[src/rtl/victim_cache.sv]
module victim_cache #(
  parameter int ADDR_W   = 16,
  parameter int LINE_W   = 32,
  parameter int SETS     = 8,
  parameter int VB_DEPTH = 4
) (
  input  logic              clk,
  input  logic              rst_n,
  input  logic              req_valid,
  output logic              req_ready,
  input  logic [ADDR_W-1:0] req_addr,
  output logic              resp_valid,
  output logic [LINE_W-1:0] resp_data,
  output logic              mem_req_valid,
  output logic [ADDR_W-1:0] mem_req_addr,
  input  logic              mem_resp_valid,
  input  logic [LINE_W-1:0] mem_resp_data
);
  localparam int IDX_W = $clog2(SETS);
  localparam int TAG_W = ADDR_W - IDX_W;
  localparam int PTR_W = $clog2(VB_DEPTH);

  typedef enum logic [1:0] {S_IDLE, S_PROBE, S_FETCH} state_t;
  state_t state;

  logic              m_valid [SETS];
  logic [TAG_W-1:0]  m_tag   [SETS];
  logic [LINE_W-1:0] m_data  [SETS];
  logic              v_valid [VB_DEPTH];
  logic [ADDR_W-1:0] v_addr  [VB_DEPTH];
  logic [LINE_W-1:0] v_data  [VB_DEPTH];
  logic [PTR_W-1:0]  v_ptr;
  logic [ADDR_W-1:0] cur_addr;

  logic [ADDR_W-1:0] lk_addr;
  logic [IDX_W-1:0]  idx;
  logic [TAG_W-1:0]  tag;
  logic              main_hit;
  logic [ADDR_W-1:0] evict_addr;
  logic [VB_DEPTH-1:0] vhit;
  logic [PTR_W-1:0]  vsel;
  logic              accept;

  assign req_ready     = (state == S_IDLE);
  assign accept        = req_valid && req_ready;
  assign lk_addr       = (state == S_IDLE) ? req_addr : cur_addr;
  assign idx           = lk_addr[IDX_W-1:0];
  assign tag           = lk_addr[ADDR_W-1:IDX_W];
  assign main_hit      = m_valid[idx] && (m_tag[idx] == tag);
  assign evict_addr    = {m_tag[idx], idx};
  assign mem_req_valid = (state == S_FETCH);
  assign mem_req_addr  = cur_addr;

  for (genvar i = 0; i < VB_DEPTH; i++) begin : g_vcmp
    assign vhit[i] = v_valid[i] && (v_addr[i] == cur_addr);
  end

  always_comb begin
    vsel = '0;
    for (int i = 0; i < VB_DEPTH; i++)
      if (vhit[i]) vsel = PTR_W'(i);
  end

  always_ff @(posedge clk) begin
    if (!rst_n) begin
      state      <= S_IDLE;
      resp_valid <= 1'b0;
      v_ptr      <= '0;
      cur_addr   <= '0;
      for (int s = 0; s < SETS; s++) m_valid[s] <= 1'b0;
      for (int v = 0; v < VB_DEPTH; v++) v_valid[v] <= 1'b0;
    end else begin
      resp_valid <= 1'b0;
      case (state)
        S_IDLE:
          if (accept) begin
            cur_addr <= req_addr;
            if (main_hit) begin
              resp_valid <= 1'b1;
              resp_data  <= m_data[idx];
            end else begin
              state <= S_PROBE;
            end
          end
        S_PROBE:
          if (|vhit) begin
            resp_valid    <= 1'b1;
            resp_data     <= v_data[vsel];
            m_valid[idx]  <= 1'b1;
            m_tag[idx]    <= tag;
            m_data[idx]   <= v_data[vsel];
            v_valid[vsel] <= m_valid[idx];
            v_addr[vsel]  <= evict_addr;
            v_data[vsel]  <= m_data[idx];
            state         <= S_IDLE;
          end else begin
            state <= S_FETCH;
          end
        S_FETCH:
          if (mem_resp_valid) begin
            resp_valid   <= 1'b1;
            resp_data    <= mem_resp_data;
            m_valid[idx] <= 1'b1;
            m_tag[idx]   <= tag;
            m_data[idx]  <= mem_resp_data;
            if (m_valid[idx]) begin
              v_valid[v_ptr] <= 1'b1;
              v_addr[v_ptr]  <= evict_addr;
              v_data[v_ptr]  <= m_data[idx];
              v_ptr <= (v_ptr == PTR_W'(VB_DEPTH - 1)) ? '0 : v_ptr + 1'b1;
            end
            state <= S_IDLE;
          end
        default: state <= S_IDLE;
      endcase
    end
  end
endmodule

[config.mk]
export PLATFORM = sky130hd
export DESIGN_NAME = victim_cache
export DESIGN_NICKNAME = d
export VERILOG_FILES = /design/src/rtl/victim_cache.sv
export SDC_FILE = /design/constraint.sdc
export NUM_CORES = 1
export LEC_CHECK = 0
export ABC_AREA = 0
export ABC_CLOCK_PERIOD_IN_PS = 15200
export BUFFER_PORTS_ARGS = -buffer_cell sky130_fd_sc_hd__buf_4
export CAP_MARGIN = 20
export CORE_ASPECT_RATIO = 1.25
export CORE_MARGIN = 2
export CORE_UTILIZATION = 40
export DETAILED_ROUTE_END_ITERATION = 16
export PLACE_DENSITY = 0.59
export SLEW_MARGIN = 20
export SYNTH_ARGS = -nofsm -noshare
export SYNTH_HDL_FRONTEND = slang
export SYNTH_SLANG_ARGS = --single-unit
[constraint.sdc]
create_clock -name clk -period 15.2 [get_ports clk]
set_clock_uncertainty 0.1 [all_clocks]
set_input_delay 2.28 -clock clk [delete_from_list [all_inputs] [get_ports clk]]
set_output_delay 2.28 -clock clk [all_outputs]
set_load 0.1 [all_outputs]
### Word-level counts from Yosys, hierarchy flattened

Memory sizes are Yosys's and may differ from the RTL's.
Cells that the tools add are included.

* bits in writable memories: 564
* input port bits: 52
* bits in registers: 53
* memories: 6

* reductions and logical operators: 18
* add/subtract/negate cells: 1
* bitwise logic cells: 3
* equal/unequal tests: 13
* mux-type cells: 50

Memory list
* m_data: depth 8, bits a word 32, rd ports 1, clocked after memory_dff 0, write ports 1, line 28 `logic [LINE_W-1:0] m_data [SETS];`
* v_data: depth 4, bits a word 32, rd ports 1, clocked after memory_dff 0, write ports 1, line 31 `logic [LINE_W-1:0] v_data [VB_DEPTH];`
* m_tag: depth 8, bits a word 13, rd ports 1, clocked after memory_dff 0, write ports 1, line 27 `logic [TAG_W-1:0] m_tag [SETS];`
* v_addr: depth 4, bits a word 16, rd ports 4, clocked after memory_dff 0, write ports 1, line 30 `logic [ADDR_W-1:0] v_addr [VB_DEPTH];`
* m_valid: depth 8, bits a word 1, rd ports 1, clocked after memory_dff 0, write ports 8, line 26 `logic m_valid [SETS];`
* v_valid: depth 4, bits a word 1, rd ports 4, clocked after memory_dff 0, write ports 4, line 29 `logic v_valid [VB_DEPTH];`

Operators with widths (count)
* 2-to-1 mux 32 bit: 6
* case mux 32 bit (3 select lines): 1
* equality test 16 bit: 4
* 2-to-1 mux 16 bit: 2
* OR reduction 32 bit: 1
* 2-to-1 mux 1 bit: 26
* 2-to-1 mux 2 bit: 11
* OR reduction 16 bit: 1
* equality test 13 bit: 1
* 2-to-1 mux 13 bit: 1
* logical AND 1 bit: 6
* inequality test 2 x 1 -> 1 bit (second input constant): 3
* case mux 2 bit (3 select lines): 1
* AND reduction 3 bit: 2
* AND reduction 6 bit: 1
* equality test 2 bit (second input constant): 2
* inequality test 2 bit (second input constant): 2
* OR reduction 4 bit: 1
* 2-to-1 mux 3 bit: 1
* bitwise OR 1 bit: 3
* case mux 1 bit (3 select lines): 1
* nonzero test 3 bit: 1
* OR reduction 1 bit: 3
* adder 2 x 1 -> 2 bit (second input constant): 1
* other kinds (3): 3

### Logic depth before layout (Yosys ltp)

Gate-level depths: netlist of the first run.
An unclocked memory read counts as a cell.

* depth after elaboration: 11
* mapped depth: 13
* mapped depth without buffers: 11

### Worst setup path before layout of the first run

OpenSTA, ideal clock, no wires.

* path type: input to register
* start: input port req_addr[0]
* end: register resp_data[0], enable pin
* arrival: 7.270 ns
* path buffers: 3
* stages on the path: 11
* setup slack: 7.328 ns
* setup time: 0.501 ns
* cell sequence: buf_2 mux2i_4 buf_4 buf_2 nand2_1 a32o_1 o21a_1 nor3_1 nor3b_1 a31oi_1 nor4_1

* cells in the longest elaborated chain, start to end: 6
* elaborated cells on any way between the ends: 7
* those cells by class: eq/ne (2); mux (1); reduce/logical (2); memory (2)

RTL lines
* start, declared: line 11 `input logic [ADDR_W-1:0] req_addr,`
* 2-to-1 mux 16 bit *: line 46 `assign lk_addr = (state == S_IDLE) ? req_addr : cur_addr;`
* memory read (8 x 13 bit)
* equality test 13 bit: line 49 `assign main_hit = m_valid[idx] && (m_tag[idx] == tag);`
* logical AND 1 bit *: line 49
* inequality test 2 x 1 -> 1 bit (no source line) *
* AND reduction 6 bit (no source line) *
* end signal, assigned: line 80 `resp_data <= m_data[idx];`
* end signal, assigned: line 88 `resp_data <= v_data[vsel];`
* end signal, assigned: line 102 `resp_data <= mem_resp_data;`
* end, declared: line 13 `output logic [LINE_W-1:0] resp_data,`

Every way passes the cells marked *; elsewhere a longest branch is shown, timed or not.
A chain may end at the register's enable or synchronous reset.

### Worst setup path in the final report of the first run

* start: input port req_addr[0]
* end: register resp_data[1], enable pin

The elaborated chain is that of the path after synthesis.

==> qor.txt, run 1 <==
Worst hold start: v_valid[1]
Clock Latency Late Sink: 0.63 ns
Setup CP Type: in -> reg
Worst reg2reg startpoint: state[0]
Share of cells above drive strength 1: 14.8%
Min Tclk post-route: 5.83 ns
Final hold violations: 0
Leak Pwr: 9.31 nW
GR Overflow Total: 0
First-pass GRT wire length: 99.6 mm
CP startpoint: req_addr[0]
CP Max Fanout: 66
Setup bufs post-CTS: 0
Die Y: 283 um
NetSw: 0.00161 W
Synth cell types: 68
Post-CTS sizing: 0
Power Density: 169 mW/mm2
Post-synth EDFFs: 585
Final Max Tran Viols: 0
Worst setup EP type: register
Layout area overhead: 13.8%
Hold Crit Class: reg -> reg
Worst Path Arrival: 5.97 ns
RSZ-0062 raised after global routing: false
Switching Fraction: 33.5%
Largest net degree at the start of global routing: 67
Ant diodes: 0
Nets: 1,829
Total I/O pin count: 103
Combinational Power Share: 26.5%
Mapped Area: 0.0249 mm2
GRT Resource Usage Total: 21.0%
Post-Syn Nets: 1,761
Vias in the first global route: 15,328
Post-route insts no fill: 2,648
DR vias: 15,505
CTS Buffer Depth: 3
Placed cells: 2,544
WL per Instance: 25.5 um
Core ar.: 0.0618 mm2
Hold bufs inserted after CTS: 0
Most frequent CP cell: buf_4
Iter 0 DRT Violations: 1,894
CP max-delay cell: nor4_2
YS warnings: 0
RePlAce Congestion: 0.816
Initial Util: 40.3%
TritonCTS clock tree: yes
Async S/R FF share, synth: 0%
Status: completed
Die area: 0.0643 mm2
Final Worst Setup Slack: 9.37 ns
Setup slack at placement: 8.79 ns
Pint: 0.00319 W
Sequential share of the synthesized area: 73.1%
Synth Register Bits: 617
Setup TNS: 0 ns
Final ANT Viol Nets: 0
DRT Pass-1 Iters: 10
Synth Flop Type: edfxtp_1
Final setup viols: 0
Avg Cell Area, Syn: 14.6 um2
Crit path largest cell delay: 0.64 ns
Most frequent cells in the layout: edfxtp_1, nand2_1, buf_4
Post-detail-place hpwl: 36.5 mm
Num rows: 102
Max Cap Viol: 0
Fin util: 45.9%
Total Routed Length: 67.5 mm
IO Port Bufs: 102
Post-route DRC: 0
Die X: 227 um
CTS H-tree depth: 2
Clk sink count: 617
Critical-path cell list: buf_4 > mux2i_4 > buf_4 > inv_6 > mux2i_1 > a32o_1 > o21ai_0 > o211ai_1 > nor4_2 > a31oi_1 > nor4_2 > buf_4
Max VDD drop: 0.000108 V
Sequential share of power: 44.0%
Worst setup SP type: input pin
Clock network fraction of total power: 29.5%
Most common cell after layout, fill and taps aside: edfxtp_1
Synth Instances: 1,703
Antenna violations before repair: 3
CP Data Required Time: 15.35 ns
Worst-path clk slew: 0.07 ns
Num CTS Buffers: 57
Tightest Pin Transition: 1.00 ns
Slew margin rel.: 32.9%
Fmax achieved: 172 MHz
CTS Root Cell: clkbuf_16
Final period utilization: 38.3%
Vias/cell: 5.86
sequential cells by signal, indices dropped and copies added, names as in the netlist, 4 cells and up:
name / flops
m_data: 256
v_data: 128
m_tag: 104
v_addr: 64
resp_data: 32
mem_req_addr: 16
m_valid: 8
v_valid: 4
synthesized netlist by cell type, types with 21 or more instances:
cell type	number	area, um2
a31oi_1	69	432
a21oi_1	70	350
nor2_1	89	334
nand2_1	163	612
a222oi_1	62	621
buf_2	21	105
clkbuf_1	75	282
edfxtp_1	585	17600
xor2_1	27	236
dfxtp_1	32	641
nor3_1	37	185
nand3_1	72	360
o21ai_0	41	205
nand2b_1	38	238
mux2i_1	60	601
xnor2_1	39	342
path summary, 6_finish.rpt:
| path | cells after the start | end | slack, ns |
|---|---|---|---|
| worst max-delay path | 12 | resp_data[1] | 9.37 |
| worst min-delay path | 2 | v_valid[1] | 0.37 |
| worst max register to register | 13 | resp_data[1] | 9.75 |
| worst min register to register | 2 | v_valid[1] | 0.37 |
stage by stage:
| step | power [W] | hold WS (ns) | cell area, um2 |
|---|---|---|---|
| after floorplan | 0.00303 | 0.335 | 24900 |
| after global placement | 0.00340 | 0.350 | 26500 |
| after detailed placement | 0.00342 | 0.358 | 26500 |
| after CTS | 0.00482 | 0.374 | 28300 |
| after global routing | 0.00498 | 0.388 | 28300 |
| final | 0.00480 | 0.374 | 28300 |
cell families after synthesis:
logic type | Yosys count | synth area share [%]
flip-flops | 617 | 73.1
AND/OR/NAND/NOR | 473 | 9.13
AO/OA/AOI/OAI | 327 | 9.39
buffers and inverters | 138 | 2.54
multiplexers | 76 | 3.18
XOR/XNOR | 66 | 2.32
adder cells (fa/ha/maj) | 6 | 0.302
power by group through the flow:
stage / clock [W] / sequential [W] / combinational, W
4_1_cts: 0.00143 / 0.00211 / 0.00128
3_5_place_dp: 0 / 0.00215 / 0.00127
5_1_grt: 0.00149 / 0.00212 / 0.00137
2_1_floorplan: 0 / 0.00232 / 0.000704
6_report: 0.00141 / 0.00211 / 0.00127
3_3_place_gp: 0 / 0.00215 / 0.00125
routing by layer:
| metal | share of wire, % | global-route usage (%) |
|---|---|---|
| met1 | 42 | 29.1 |
| met2 | 48 | 33.6 |
| met3 | 6.7 | 2.80 |
| met4 | 3.2 | 7.92 |
| met5 | 0.044 | 0 |
critical path, delay by kind of cell:
family / cells / cell delay, ns
compound gates: 4 / 0.75
buf+inv: 4 / 1.55
mux: 2 / 0.34
simple gates: 2 / 0.93
final cells by class:
cell class / count / area [um2]
clock buffers: 76 / 1560
clock inverters: 28 / 264
fillers: 5422 / 33400
inverters: 18 / 72.6
multi-input cells: 948 / 6220
flip-flops and latches: 617 / 18200
well taps: 832 / 1040
repair buffers: 129 / 968
Power figures use the tool's default switching activity.
==> run 2, diff against run 1 <==
- ABC_AREA: 0 -> 1
- ABC_CLOCK_PERIOD_IN_PS: 15200 -> 5400
- clock period: 15.2 -> 5.4 ns (I/O delays scaled with it)
==> run 2 against run 1 <==
  * Die area up 4.5%
  * Flip-flop and latch count is the same
  * Worst hold slack worse by 0.027 ns
  * Worst setup slack worse by 8.4 ns
  * First-iteration DRC count down 21%
  * Utilization grew 0.56 points
  * Via count grew 14%
  * Global-route usage rose by 0.91 points
  * Sequential power increased to 2.9 times the previous value
  * Critical path type is now reg -> reg
  * Critical endpoint is now resp_data[18]
  * Largest power group unchanged
  * Clock power increased to 3.1 times the previous value
  * Power rose to 3.2 times the previous value
==> qor.txt, run 2 <==
CP max-delay cell: buf_4 (was nor4_2)
Most frequent CP cell: nand2_1 (was buf_4)
Slew margin rel.: 34.7% (was 32.9%)
Sequential share of the synthesized area: 69.9% (was 73.1%)
Critical-path cell list: inv_1 > ha_1 > buf_4 > nand2_1 > nand2_2 > buf_4 > nand2_1 > nand3_1 > nand2_1 > o21ai_0 > nand2_1 > nor2_1 > nand2_1 > nor2_2 > nand2_1 > a21oi_4 > buf_4 (was buf_4 > mux2i_4 > buf_4 > inv_6 > mux2i_1 > a32o_1 > o21ai_0 > o211ai_1 > nor4_2 > a31oi_1 > nor4_2 > buf_4)
Final Max Tran Viols: 0 (unchanged)
Initial Util: 40.4% (was 40.3%)
DRT Pass-1 Iters: 8 (was 10)
Clock Latency Late Sink: 0.65 ns (was 0.63 ns)
Biggest regs: m_data x256, v_data x128, m_tag x104 (unchanged)
Synth Flop Type: edfxtp_1 (unchanged)
Top-area cell type share of the netlist area: 67.5% (was 70.6%)
Post-Syn Nets: 2,311 (was 1,761)
Top layer in use: met4 (was met5)
Layout area overhead: 14.8% (was 13.8%)
IO Port Bufs: 102 (unchanged)
Die area: 0.0672 mm2 (was 0.0643 mm2)
CTS H-tree depth: 2 (unchanged)
Worst-path clk slew: 0.07 ns (about the same)
Worst reg2reg startpoint: state[0] (unchanged)
RePlAce Congestion: 0.949 (was 0.816)
Avg Cell Area, Syn: 11.6 um2 (was 14.6 um2)
Async S/R FF share, synth: 0% (unchanged)
Clk sink count: 617 (unchanged)
Vias in the first global route: 17,385 (was 15,328)
Num rows: 104 (was 102)
Power Density: 511 mW/mm2 (was 169 mW/mm2)
Largest reg by FF count: m_data (unchanged)
Post-detail-place hpwl: 45.1 mm (was 36.5 mm)
Fin area: 0.0299 mm2 (was 0.0283 mm2)
Final hold violations: 0 (unchanged)
Iter 0 DRT Violations: 1,487 (was 1,894)
Fillcell total: 5,749 (was 5,422)
Placed inst area: 0.0279 mm2 (was 0.0265 mm2)
Tightest Pin Transition: 0.977 ns (was 1.00 ns)
Crit path largest cell delay: 0.48 ns (was 0.64 ns)
Leak Pwr: 11.0 nW (was 9.31 nW)
Total Routed Length: 73.5 mm (was 67.5 mm)
CTS Root Cell: clkbuf_16 (unchanged)
Post-Route M1 WL: 30.2 mm (was 28.7 mm)
Share of cells above drive strength 1: 12.5% (was 14.8%)
RSZ-0062 raised after global routing: false (unchanged)
Most common cell after layout, fill and taps aside: edfxtp_1 (unchanged)
Hold Crit Class: reg -> reg (unchanged)
Antenna violations before repair: 1 (was 3)
Max Cap Viol: 0 (unchanged)
Hold bufs inserted after CTS: 0 (unchanged)
Synth area leader: edfxtp_1 (unchanged)
Total length of routed met3 wires: 4.05 mm (was 4.50 mm)
Final setup viols: 0 (unchanged)
Worst Path Arrival: 4.57 ns (was 5.97 ns)
Most frequent cells in the layout: edfxtp_1, nand2_1, inv_1, nor2_1, buf_4 (was edfxtp_1, nand2_1, buf_4)
Worst setup SP type: register (was input pin)
Synth Register Bits: 617 (unchanged)
Synth area leaders: edfxtp_1, nand2_1, inv_1 (was edfxtp_1, dfxtp_1, a222oi_1)
Die X: 232 um (was 227 um)
Post-route DRC: 0 (unchanged)
Min Tclk post-route: 4.45 ns
CP Max Fanout: 33 (was 66)
Critical path's top delay family: simple AND/OR/NAND/NOR gates (was buffers and inverters)
WL per Instance: 22.6 um (was 25.5 um)
Num CTS Buffers: 57 (unchanged)
Largest net degree at the start of global routing: 66 (was 67)
Die Y: 289 um (was 283 um)
GRT Resource Usage Total: 21.9% (was 21.0%)
CTS Buffer Depth: 3 (unchanged)
Status: completed (unchanged)
Mapped Area: 0.0260 mm2 (was 0.0249 mm2)
Buffers and inverters on the worst path: 4 (unchanged)
Most frequent cell after synthesis: edfxtp_1 (unchanged)
Post-CTS sizing: 0 (unchanged)
Worst hold start: m_valid[0] (was v_valid[1])
Core ar.: 0.0644 mm2 (was 0.0618 mm2)
Flip-flop count of the largest register after layout: 256 (unchanged)
GR Overflow Total: 0 (unchanged)
YS warnings: 0 (unchanged)
Vias/cell: 5.43 (was 5.86)
Synth cell types: 43 (was 68)
Total I/O pin count: 103 (unchanged)
Nets: 2,418 (was 1,829)
Setup bufs post-CTS: 0 (unchanged)
Final ANT Viol Nets: 0 (unchanged)
CP Data Required Time: 5.53 ns (was 15.35 ns)
DR vias: 17,686 (was 15,505)
WL met2: 36.8 mm (was 32.1 mm)
TritonCTS clock tree: yes (unchanged)
CP startpoint: state[0] (was req_addr[0])
First-pass GRT wire length: 109 mm (was 99.6 mm)
Synth Instances: 2,253 (was 1,703)
Worst setup EP type: register (unchanged)
Max VDD drop: 0.000309 V (was 0.000108 V)
Setup TNS: 0 ns (unchanged)
Setup CP Type: reg -> reg (was in -> reg)
Most frequent cells after synthesis: edfxtp_1, nand2_1, inv_1 (was edfxtp_1, nand2_1, nor2_1)
Final period utilization: 82.4%
Fmax achieved: 225 MHz
Post-synth EDFFs: 585 (unchanged)
[run 2: cell count changes after synthesis, sizes merged, moves of 68 or more]
cell	delta
a31oi	-68
inv	+177
o21ai	+68
a22oi	+72
nor2	+94
nand2	+372
[run 2: kinds of logic after synthesis]
logic type | Yosys count | share of synthesized area, %
buf+inv | 290 | 4.77
xor+xnor | 17 | 0.572
simple gates | 990 | 16.9
flops | 617 | 69.9
compound gates | 333 | 7.60
fa+ha+maj | 6 | 0.288
[run 2: stage by stage]
stage	worst slack [ns]	util [%]	total power, W	hold WS, ns	std cells
2_1_floorplan	0.242	-	0.00949	0.314	2253
3_3_place_gp	1.11	43.2	0.0109	0.332	3146
3_5_place_dp	1.05	43.2	0.0110	0.342	3147
4_1_cts	0.992	46.4	0.0153	0.334	3254
5_1_grt	0.608	46.4	0.0159	0.348	3257
6_report	0.951	46.4	0.0153	0.347	3257
[run 2: path summary, 6_finish.rpt]
kind,end,depth (start not counted),slack (ns)
worst max-delay path,resp_data[18],17,0.95
worst max register to register,resp_data[18],17,0.95
worst min register to register,m_valid[0],2,0.35
worst min-delay path,m_valid[0],2,0.35
[run 2: final cells by class]
cell class / count / area [um2] / share of cell area, %
Antenna cell: 1 / 2.50 / 0.00837
Timing Repair Buffer: 142 / 1210 / 4.04
Inverter: 196 / 743 / 2.49
Multi-Input combinational cell: 1346 / 6640 / 22.2
Sequential cell: 617 / 18200 / 60.9
Tap cell: 848 / 1060 / 3.55
Clock buffer: 66 / 1460 / 4.88
Clock inverter: 41 / 578 / 1.93
[run 2: worst reg2reg max path, cell delays in order, from the launching register on]
cell     delay [ns]
dfxtp_1        0.34
inv_1          0.14
ha_1           0.37
buf_4          0.41
nand2_1        0.12
nand2_2        0.45
buf_4          0.42
nand2_1        0.11
nand3_1        0.09
nand2_1        0.07
o21ai_0        0.18
nand2_1        0.08
nor2_1         0.20
nand2_1        0.10
nor2_2         0.16
nand2_1        0.10
a21oi_4        0.11
buf_4          0.48
[run 2: per-layer routing]
layer / global-route usage [%] / vias up
met5: 0 / -
met4: 7.76 / 0
met3: 2.78 / 128
met2: 38.2 / 608
met1: 28.0 / 8806
li1: - / 8144
[run 2: report_power, final]
part | total [W] | switching (W) | internal (W) | leakage, nW
Sequential | 0.00619 | 0.000115 | 0.00607 | 5.54
Clock | 0.00437 | 0.00183 | 0.00253 | 0.983
Combinational | 0.00473 | 0.00363 | 0.00109 | 4.43
Total | 0.0153 | 0.00558 | 0.00970 | 11.0
